===== src/rtl/rstseq_pkg.sv =====
package rstseq_pkg;

    localparam int CAUSE_W     = 5;
    localparam int TAIL_CYCLES = 4;

    localparam int C_EXT   = 0;
    localparam int C_LOC   = 1;
    localparam int C_WDOG  = 2;
    localparam int C_SWSYS = 3;
    localparam int C_POR   = 4;

    typedef enum logic [2:0] {
        ST_RUN,
        ST_ASSERT,
        ST_WAIT_LOCK,
        ST_COUNT,
        ST_TAIL
    } seq_state_e;

    // Least significant field has the highest priority.
    typedef struct packed {
        logic swsys;
        logic wdog;
        logic loc;
        logic ext;
    } req_t;

    typedef logic [CAUSE_W-1:0] cause_t;

    function automatic cause_t cause_bit(input int idx);
        cause_t c;
        c = '0;
        c[idx] = 1'b1;
        return c;
    endfunction

endpackage


===== src/rtl/rstseq_arbiter.sv =====
module rstseq_arbiter
    import rstseq_pkg::*;
(
    input  req_t   req,
    output logic   req_any,
    output cause_t win_cause
);
    localparam int NREQ = $bits(req_t);

    logic [NREQ-1:0] req_vec;
    logic            found;

    assign req_vec = req;
    assign req_any = |req_vec;

    always_comb begin
        win_cause = '0;
        found     = 1'b0;
        for (int i = 0; i < NREQ; i++) begin
            if (req_vec[i] && !found) begin
                win_cause[i] = 1'b1;
                found        = 1'b1;
            end
        end
    end
endmodule


===== src/rtl/rstseq_fsm.sv =====
module rstseq_fsm
    import rstseq_pkg::*;
#(
    parameter int LOCK_WAIT = 16
) (
    input  logic   clk,
    input  logic   rst,
    input  logic   req_any,
    input  cause_t win_cause,
    input  logic   pll_locked,
    output logic   seq_active,
    output logic   final_smp,
    output cause_t cause_q
);
    localparam int SPAN      = (LOCK_WAIT > TAIL_CYCLES) ? LOCK_WAIT : TAIL_CYCLES;
    localparam int CNT_W     = $clog2(SPAN);
    localparam logic [CNT_W-1:0] CNT_LAST  = CNT_W'(LOCK_WAIT - 1);
    localparam logic [CNT_W-1:0] TAIL_LAST = CNT_W'(TAIL_CYCLES - 1);

    seq_state_e        state;
    logic [CNT_W-1:0]  cnt;
    cause_t            pend;

    assign seq_active = (state != ST_RUN);
    assign final_smp  = !req_any && (state == ST_COUNT) && (cnt == CNT_LAST);

    always_ff @(posedge clk) begin
        if (rst) begin
            state   <= ST_ASSERT;
            cnt     <= '0;
            pend    <= cause_bit(C_POR);
            cause_q <= '0;
        end else if (req_any) begin
            state <= ST_ASSERT;
            cnt   <= '0;
            pend  <= win_cause;
        end else begin
            case (state)
                ST_ASSERT: state <= ST_WAIT_LOCK;
                ST_WAIT_LOCK: begin
                    if (pll_locked) begin
                        state <= ST_COUNT;
                        cnt   <= '0;
                    end
                end
                ST_COUNT: begin
                    if (cnt == CNT_LAST) begin
                        state <= ST_TAIL;
                        cnt   <= '0;
                    end else begin
                        cnt <= cnt + 1'b1;
                    end
                end
                ST_TAIL: begin
                    if (cnt == TAIL_LAST) begin
                        state   <= ST_RUN;
                        cause_q <= pend;
                    end else begin
                        cnt <= cnt + 1'b1;
                    end
                end
                default: state <= ST_RUN;
            endcase
        end
    end
endmodule


===== src/rtl/rstseq_cfg_capture.sv =====
module rstseq_cfg_capture #(
    parameter int PLL_W  = 2,
    parameter int BOOT_W = 2
) (
    input  logic              clk,
    input  logic              rst,
    input  logic              entry,
    input  logic              final_smp,
    input  logic              cfg_sel,
    input  logic              wake_pin,
    input  logic [PLL_W-1:0]  pll_cfg_pin,
    input  logic [BOOT_W-1:0] boot_cfg_pin,
    output logic              wake_cfg,
    output logic [PLL_W-1:0]  pll_cfg,
    output logic [BOOT_W-1:0] boot_cfg
);
    always_ff @(posedge clk) begin
        if (rst) begin
            wake_cfg <= 1'b0;
            pll_cfg  <= '0;
            boot_cfg <= '0;
        end else if (entry) begin
            wake_cfg <= wake_pin;
            if (cfg_sel) pll_cfg <= pll_cfg_pin;
        end else if (final_smp) begin
            wake_cfg <= wake_pin;
            if (cfg_sel) boot_cfg <= boot_cfg_pin;
        end
    end
endmodule


===== src/rtl/rstseq_swctl.sv =====
module rstseq_swctl #(
    parameter int EXT_PULSE = 8
) (
    input  logic       clk,
    input  logic       rst,
    input  logic       ctl_wr,
    input  logic [1:0] ctl_wdata,
    input  logic       seq_entry,
    output logic       swsys_q,
    output logic       swext_q,
    output logic       pulse_active
);
    localparam int PW = $clog2(EXT_PULSE + 1);
    localparam logic [PW-1:0] PULSE_LEN = PW'(EXT_PULSE);

    logic [PW-1:0] pcnt;
    logic          pulse_start;

    assign pulse_start  = swext_q && (pcnt == '0);
    assign pulse_active = (pcnt != '0);

    always_ff @(posedge clk) begin
        if (rst) begin
            swsys_q <= 1'b0;
            swext_q <= 1'b0;
            pcnt    <= '0;
        end else begin
            if (ctl_wr && ctl_wdata[0])  swsys_q <= 1'b1;
            else if (seq_entry)          swsys_q <= 1'b0;

            if (ctl_wr && ctl_wdata[1])  swext_q <= 1'b1;
            else if (pulse_start)        swext_q <= 1'b0;

            if (pulse_start)             pcnt <= PULSE_LEN;
            else if (pcnt != '0)         pcnt <= pcnt - 1'b1;
        end
    end
endmodule


===== src/rtl/rstseq_top.sv =====
module rstseq_top
    import rstseq_pkg::*;
#(
    parameter int LOCK_WAIT = 16,
    parameter int EXT_PULSE = 8,
    parameter int PLL_W     = 2,
    parameter int BOOT_W    = 2
) (
    input  logic              clk,
    input  logic              rst,
    input  logic              pll_locked,
    input  logic              clk_fail,
    input  logic              loc_rst_en,
    input  logic              ext_rst_req,
    input  logic              wdog_req,
    input  logic              cfg_sel,
    input  logic              wake_pin,
    input  logic [PLL_W-1:0]  pll_cfg_pin,
    input  logic [BOOT_W-1:0] boot_cfg_pin,
    input  logic              ctl_wr,
    input  logic [1:0]        ctl_wdata,
    output logic [1:0]        ctl_rd,
    output logic              rst_out_n,
    output logic              ext_rst_n,
    output logic              wake_cfg,
    output logic [PLL_W-1:0]  pll_cfg,
    output logic [BOOT_W-1:0] boot_cfg,
    output logic [4:0]        cause
);
    req_t   req;
    logic   req_any;
    cause_t win_cause;
    logic   seq_active;
    logic   final_smp;
    logic   swsys_q;
    logic   swext_q;
    logic   pulse_active;
    cause_t cause_q;

    always_comb begin
        req.ext   = ext_rst_req;
        req.loc   = clk_fail & loc_rst_en;
        req.wdog  = wdog_req;
        req.swsys = swsys_q;
    end

    rstseq_arbiter u_arb (
        .req       (req),
        .req_any   (req_any),
        .win_cause (win_cause)
    );

    rstseq_fsm #(.LOCK_WAIT(LOCK_WAIT)) u_fsm (
        .clk        (clk),
        .rst        (rst),
        .req_any    (req_any),
        .win_cause  (win_cause),
        .pll_locked (pll_locked),
        .seq_active (seq_active),
        .final_smp  (final_smp),
        .cause_q    (cause_q)
    );

    rstseq_cfg_capture #(.PLL_W(PLL_W), .BOOT_W(BOOT_W)) u_cfg (
        .clk          (clk),
        .rst          (rst),
        .entry        (req_any),
        .final_smp    (final_smp),
        .cfg_sel      (cfg_sel),
        .wake_pin     (wake_pin),
        .pll_cfg_pin  (pll_cfg_pin),
        .boot_cfg_pin (boot_cfg_pin),
        .wake_cfg     (wake_cfg),
        .pll_cfg      (pll_cfg),
        .boot_cfg     (boot_cfg)
    );

    rstseq_swctl #(.EXT_PULSE(EXT_PULSE)) u_sw (
        .clk          (clk),
        .rst          (rst),
        .ctl_wr       (ctl_wr),
        .ctl_wdata    (ctl_wdata),
        .seq_entry    (req_any),
        .swsys_q      (swsys_q),
        .swext_q      (swext_q),
        .pulse_active (pulse_active)
    );

    assign rst_out_n = !seq_active;
    assign ext_rst_n = !(seq_active || pulse_active);
    assign ctl_rd    = {swext_q, swsys_q};
    assign cause     = cause_q;
endmodule


===== config.mk =====
export PLATFORM = sky130hd
export DESIGN_NAME = rstseq_top
export DESIGN_NICKNAME = d
export VERILOG_FILES = /design/src/rtl/rstseq_pkg.sv /design/src/rtl/rstseq_arbiter.sv /design/src/rtl/rstseq_fsm.sv /design/src/rtl/rstseq_cfg_capture.sv /design/src/rtl/rstseq_swctl.sv /design/src/rtl/rstseq_top.sv
export SDC_FILE = /design/constraint.sdc
export NUM_CORES = 1
export LEC_CHECK = 0
export ABC_AREA = 1
export BUFFER_PORTS_ARGS = -buffer_cell sky130_fd_sc_hd__buf_2
export CORE_MARGIN = 2
export CORE_UTILIZATION = 40
export CTS_CLUSTER_DIAMETER = 120
export CTS_CLUSTER_SIZE = 14
export DETAILED_ROUTE_END_ITERATION = 6
export PLACE_DENSITY = 0.66
export SLEW_MARGIN = 15
export SYNTH_ARGS = -nofsm -noshare
export SYNTH_HDL_FRONTEND = slang
export SYNTH_HIERARCHICAL = 1
export SYNTH_SLANG_ARGS = --single-unit

===== constraint.sdc =====
create_clock -name clk -period 1.4 [get_ports clk]
set_input_delay 0.21 -clock clk [delete_from_list [all_inputs] [get_ports clk]]
set_output_delay 0.21 -clock clk [all_outputs]
set_load 0.02 [all_outputs]

==> results of run 1 <==
[cells in the final DEF, fill, tap and decap left out, types with 2 or more instances in the layout]
master / instances
inv_4: 2
o21ai_0: 11
nor3_1: 4
nand2_2: 4
clkinv_1: 2
nand2_1: 38
clkbuf_4: 3
dfxtp_2: 5
nor2_4: 2
nand3_2: 3
nor2_1: 31
nand3_1: 9
nor2_2: 5
inv_1: 25
a21oi_1: 10
ha_4: 2
buf_4: 12
nand2_4: 2
dfxtp_1: 23
nand3_4: 2
buf_6: 4
buf_2: 27
nand4_1: 5
inv_2: 7
[sequential cells by signal, indices dropped and copies added (netlist names)]
name,count
u_cfg/pll_cfg,2
u_cfg/wake_cfg,1
u_cfg/boot_cfg,2
u_sw/swsys_q,1
u_sw/swext_q,1
u_fsm/pend,5
u_fsm/cnt,4
u_fsm/cause_q,5
u_sw/pcnt,4
u_fsm/state,3
[worst max-delay path by stage]
stage	from	to	slack, ns	cells past startpoint
final	u_sw/pcnt[0]$_SDFFE_PP0P_	ext_rst_n	-0.009	5
after floorplan	clk_fail	u_fsm/cause_q[0]$_SDFFE_PP0P_	0.10	8
after detailed placement	clk_fail	u_cfg/boot_cfg[1]$_SDFFE_PP0P_	0.008	9
after global routing	u_sw/pcnt[1]$_SDFFE_PP0P_	ext_rst_n	-0.08	5
after global placement	clk_fail	u_cfg/boot_cfg[1]$_SDFFE_PP0P_	0.03	9
after CTS	u_sw/pcnt[1]$_SDFFE_PP0P_	ext_rst_n	-0.02	5
[cell families after synthesis]
kind of cell	count (synthesis)	share of synthesized area (%)
other	1	0.271
AO/OA/AOI/OAI	21	7.59
buffers and inverters	40	11.9
XOR/XNOR	1	0.632
flip-flops	28	40.5
adder cells (fa/ha/maj)	3	2.71
AND/OR/NAND/NOR	107	36.4
[per-stage QoR]
step	instance area, sq um	hold WS, ns	TNS [ns]	instances	worst slack (ns)
finish	1820	0.0950	-0.00902	290	-0.00902
global route	1820	0.0947	-0.0947	290	-0.0759
CTS	1770	0.0936	-0.0172	290	-0.0172
detailed placement	1620	0.452	0	280	0.00752
global placement	1620	0.444	0	280	0.0332
floorplan	1390	0.279	0	201	0.102
[power by group through the flow]
stage	logic (uW)	registers (uW)	clock network, uW
after floorplan	383	926	0
after global placement	486	923	0
after detailed placement	492	924	0
after CTS	680	909	547
after global routing	789	918	580
final	705	910	529
[layout make-up]
type                       instances  area (sq um)
fill                             343          1520
clock inverter                     1          30.0
tap                               46          57.6
inverter                          36           140
timing repair buffer              43           270
sequential                        28           567
clock buffer                       3          22.5
multi-input combinational        133           731
[per-layer routing]
layer / routed length (um) / GRT usage [%]
met4: 24 / 3.33
met3: 90 / 3.96
met5: 0 / 0
met1: 1280 / 19.0
met2: 1270 / 24.1
[critical path, stage by stage (launching register included)]
cell,delay (ns)
dfxtp_2,0.36
inv_2,0.07
ha_4,0.14
nand3_4,0.09
nor2_4,0.09
buf_6,0.12
[timing repair]
| item | 4_1_cts | 5_1_grt |
|---|---|---|
| endpoints found under the setup margin | 2 | 14 |
| resized for setup | 17 | 13 |
| hold buffers | 0 | 0 |
| setup buffers | 6 | 0 |
| pin swaps | 3 | 2 |
==> results by group, run 1 <==
Cells and area
  – Fin nets: 264
  – Layout cells sized above 1: 33.6%
  – Layout Area Growth over Synthesis: 31.3%
  – Fin util: 54.5%
  – Antenna cell count: 0

Critical path
  – Reg2reg setup slack: 0.13 ns
  – CP Capture Type: output pin
  – Critical path peak fanout: 2
  – Crit Path Category: register to output pin
  – RR Startpoint: u_fsm/cnt[1]$_SDFFE_PP0P_
  – WP data arrival: 1.20 ns
  – CP required: 1.19 ns
  – FF-to-FF End: u_cfg/boot_cfg[0]$_SDFFE_PP0P_
  – Worst setup SP type: register
  – Worst R2R Path Depth: 6

Clock network
  – Clock Sink Count: 28
  – Clock Pin Slew Worst Setup and Hold Paths: 0.16 ns
  – Worst-skew pair later-pin latency: 0.33 ns
  – H-tree levels: 1
  – Clock buffer depth: 2
  – CTS tree: done
  – Num CTS Buffers: 3
  – Root Driver: clkbuf_4

Pwr
  – Clock power share: 24.7%
  – VDD IR max: 770 uV
  – Psw: 646 uW
  – Combinational power share: 32.9%
  – Share of power burned in registers: 42.4%
  – Switching Share: 30.1%
  – Total Power Consumption: 2140 uW
  – Internal: 1500 uW
  – Power Dens Cells: 1180 mW/mm^2
  – Leak: 0.000880 uW

Route
  – DR vias: 1,297
  – Wirelength per Cell: 9.20 um
  – Routed wire length: 2.67 mm
  – DR iter-0 viols: 72
  – Vias per inst: 4.47
  – Antenna-violating nets left: 0
  – Drt drc: 0
  – First-pass DRT Iterations: 5

Synthesis
  – Post-Syn Area: 0.00139 sq mm
  – Dominant cell by count in the synthesized netlist: nand2_1
  – Top cell type's share of synthesized area: 40.5%
  – Post-synth top cells: 38 x nand2_1, 33 x nor2_1, 30 x inv_1
  – Asr flop ratio synth: 0%
  – Yosys cell types: 22
  – EDFF count, synth: 0
  – Seq cells post-synth: 28
  – Syn Nets: 220
  – Synth area leaders: dfxtp_1 40%, nand2_1 10%, nor2_1 8.9%
  – Dominant cell type by area after synthesis: dfxtp_1
  – Ys Warns: 6
  – Syn Area/Cell: 6.89 sq um
  – Main synth FF type: dfxtp_1
  – Syn Inst Count: 201
  – Seq/Total Area, Yosys: 40.5%

Timing
  – RSZ-0062 raised after global routing: true
  – Final Skew: 0.0113 ns
  – F_max: 710 MHz
  – Final cycle utilization of the critical path: 101%
  – Final slew viol count: 0
  – Fin. Hold Viols: 0
  – Final Setup Violations: 1
  – Worst Setup Slack, final: -0.00902 ns
  – Tmin final: 1.41 ns

Flow run
  – Max_cap viols: 0

GRT
  – All-layer global routing usage: 14.6%
  – Vias in the first global route: 1,143
  – GR Overflow Total: 0
  – First-pass GRT wire length: 4.75 mm
  – Largest net degree at the start of global routing: 17
  – Initial antenna violation count: 0

Place
  – Port Buffers: 29
  – Routability cong.: 0.763
  – Final HPWL DP: 1.92 mm

Floorplanning
  – # IOs: 30
  – Initial core utilization: 41.5%
  – Die Ht: 62.8 um
  – Horiz. Die Dim: 62.8 um
  – Num rows: 21
  – Core area: 0.00334 sq mm
  – DIE AREA: 0.00395 sq mm

Outcome
  – Status: finished with violations
  – Violated checks: setup timing

Worst hold path
  – HP Class: primary input to register
  – Hold path startpoint: ctl_wdata[1]
  – Hold Path Sink: u_sw/swext_q$_SDFFE_PP0P_
  – Hold Path Depth: 3
Note: power is estimated with default switching activity, not from simulation.
==> run 2: changes to the inputs <==
CTS_CLUSTER_SIZE = 20   (was 14)
PLACE_DENSITY = 0.62   (was 0.66)
==> run 2 against run 1 <==
Effect of this change: the flow still finishes with violations (setup timing); clock skew down 0.0065 ns; core utilization is 1.0 points lower; combinational power shrank 5.2%; via count shrank 2.0%; non-clock buffer count did not move; die area did not move.
==> results by group, run 2 (synthesis results as in run 1) <==
Timing
  – Final cycle utilization of the critical path: 102% (+1.2 points)
  – Fin. Hold Viols: 0 (unchanged)
  – Final Skew: 0.00488 ns (-0.00647 ns)
  – Worst Setup Slack, final: -0.0253 ns (-0.0162 ns)
  – Final Setup Violations: 1 (unchanged)
  – Tmin final: 1.43 ns (+0.0162 ns)
  – F_max: 702 MHz (-1.1%)
  – Final slew viol count: 0 (unchanged)
  – RSZ-0062 raised after global routing: true
  – Tightest hold margin: 0.101 ns (+0.00600 ns)

Clock network
  – Num CTS Buffers: 3 (unchanged)
  – CTS tree: done
  – Worst-skew pair later-pin latency: 0.33 ns (about the same)
  – Clock Pin Slew Worst Setup and Hold Paths: 0.15 ns (about the same)
  – H-tree levels: 1 (unchanged)
  – Root Driver: clkbuf_4
  – Hold-fix buffers, CTS: 0 (unchanged)
  – Clock buffer depth: 2 (unchanged)
  – Clock Sink Count: 28 (unchanged)

Pwr
  – VDD IR max: 630 uV (-18%)
  – Power Dens Cells: 1110 mW/mm^2 (-5.9%)
  – Internal: 1330 uW (-11%)
  – Share of power burned in registers: 46.2% (+3.8 points)
  – Switching Share: 32.6% (+2.4 points)
  – Clock power share: 20.0% (-4.7 points)
  – Psw: 644 uW (-0.25%)
  – Leak: 0.000874 uW (-0.66%)
  – Combinational power share: 33.8% (+0.9 points)

Route
  – Vias per inst: 4.38 (-2.0%)
  – DR vias: 1,271 (-2.0%)
  – Antenna-violating nets left: 0 (unchanged)
  – Drt drc: 0 (unchanged)
  – First-pass DRT Iterations: 4 (-1)
  – DR iter-0 viols: 51 (-29%)
  – Routed wire length: 2.80 mm (+4.8%)
  – Wirelength per Cell: 9.65 um (+4.8%)

Floorplanning
  – Num rows: 21 (unchanged)
  – Core area: 0.00334 sq mm (unchanged)
  – Horiz. Die Dim: 62.8 um (unchanged)
  – # IOs: 30 (unchanged)
  – DIE AREA: 0.00395 sq mm (unchanged)
  – Initial core utilization: 41.5% (unchanged)
  – Die Ht: 62.8 um (unchanged)

Critical path
  – Crit Path Category: register to output pin
  – Worst setup SP type: register
  – Worst path slowest cell: dfxtp_2
  – Largest stage delay, worst path: 0.36 ns (about the same)
  – CP cell instances: inv_2 -> ha_4 -> nand3_4 -> nor2_4 -> buf_6
  – Critical path peak fanout: 2 (unchanged)
  – Cell family with most CP delay: flip-flops
  – Crit path buf inv count: 2 (unchanged)
  – CP required: 1.19 ns (about the same)
  – CP Capture Type: output pin
  – WP data arrival: 1.22 ns (+0.02 ns)

Cells and area
  – Most common cell after layout, fill and taps aside: nand2_1
  – Layout Area Growth over Synthesis: 28.7%
  – Biggest regs: u_fsm/cause_q x5, u_fsm/pend x5
  – Layout cells sized above 1: 33.6% (unchanged)
  – Commonest non-fill, non-tap cells in the layout: 38 x nand2_1, 31 x nor2_1, 27 x buf_2
  – Fin nets: 264 (unchanged)
  – Antenna cell count: 0 (unchanged)
  – Fillcell total: 351 (+2.3%)

Place
  – Port Buffers: 29 (unchanged)
  – Place WS: 0.00381 ns (-0.00371 ns)
  – Routability cong.: 0.742 (-2.8%)
  – Final HPWL DP: 2.01 mm (+4.8%)

Worst hold path
  – HP Class: primary input to register

GRT
  – First-pass GRT wire length: 4.89 mm (+2.9%)
  – Vias in the first global route: 1,203 (+5.2%)
  – GR Overflow Total: 0 (unchanged)
  – All-layer global routing usage: 15.4% (+0.75 points)
  – Initial antenna violation count: 0 (unchanged)
  – Largest net degree at the start of global routing: 16 (-1)

Outcome
  – Violated checks: setup timing
  – Status: finished with violations

Flow run
  – Max_cap viols: 0 (unchanged)
-- run 2: cell count changes in the layout (fill, tap and decap cells not counted), sizes merged --
cell and change:
bufinv -1, clkbuf +1
-- run 2: power by group through the flow --
stage               Combinational (uW)  Clock (uW)  Sequential [uW]
floorplan                          383           0              926
global placement                   485           0              925
detailed placement                 487           0              926
CTS                                611         412              914
global route                       760         448              923
finish                             668         396              914
-- run 2: what timing repair did --
action                                 in CTS  in global routing
resized for setup                          10                 16
pin swaps                                   2                  3
endpoints found under the hold margin       0                  0
setup buffers                               4                  2
setup endpoints to repair                   2                 12
-- run 2: per-layer routing --
metal | track usage [%] | wire [um] | vias to the layer above
li1 | - | - | 703
met1 | 18.1 | 1300 | 543
met2 | 27.6 | 1350 | 21
met3 | 3.78 | 115 | 4
met4 | 4.17 | 33 | 0
met5 | 0 | 0 | -
-- run 2: worst paths after layout --
kind | start | to | slack (ns) | cells after the start
setup / recovery | u_sw/pcnt[1]$_SDFFE_PP0P_ | ext_rst_n | -0.03 | 5
hold / removal | boot_cfg_pin[1] | u_cfg/boot_cfg[1]$_SDFFE_PP0P_ | 0.10 | 3
setup reg to reg | u_fsm/state[0]$_SDFFE_PP1P_ | u_fsm/cnt[1]$_SDFFE_PP0P_ | 0.08 | 10
hold reg to reg | u_fsm/cause_q[4]$_SDFFE_PP0P_ | u_fsm/cause_q[4]$_SDFFE_PP0P_ | 0.48 | 2
-- run 2: layout make-up --
cell class | instances | area (sq um) | share of cell area, %
multi-input cells | 133 | 721 | 40.4
flip-flops and latches | 28 | 568 | 31.9
repair buffers | 43 | 263 | 14.7
inverters | 36 | 138 | 7.72
well taps | 46 | 57.6 | 3.23
clock buffers | 4 | 36.3 | 2.04
-- run 2: per-stage QoR --
step / TNS [ns] / cell area, sq um / instances / util (%) / power, uW
global route: -0.180 / 1780 / 290 / 53.4 / 2130
detailed placement: 0 / 1620 / 280 / 48.6 / 1410
global placement: 0 / 1620 / 280 / 48.6 / 1410
CTS: -0.0345 / 1710 / 288 / 51.3 / 1940
finish: -0.0253 / 1780 / 290 / 53.4 / 1980
floorplan: 0 / 1390 / 201 / - / 1310
-- run 2: tightest hold or removal path, stage by stage --
cell	delay, ns
buf_2	0.07
nor2_1	0.04
nor2_2	0.08
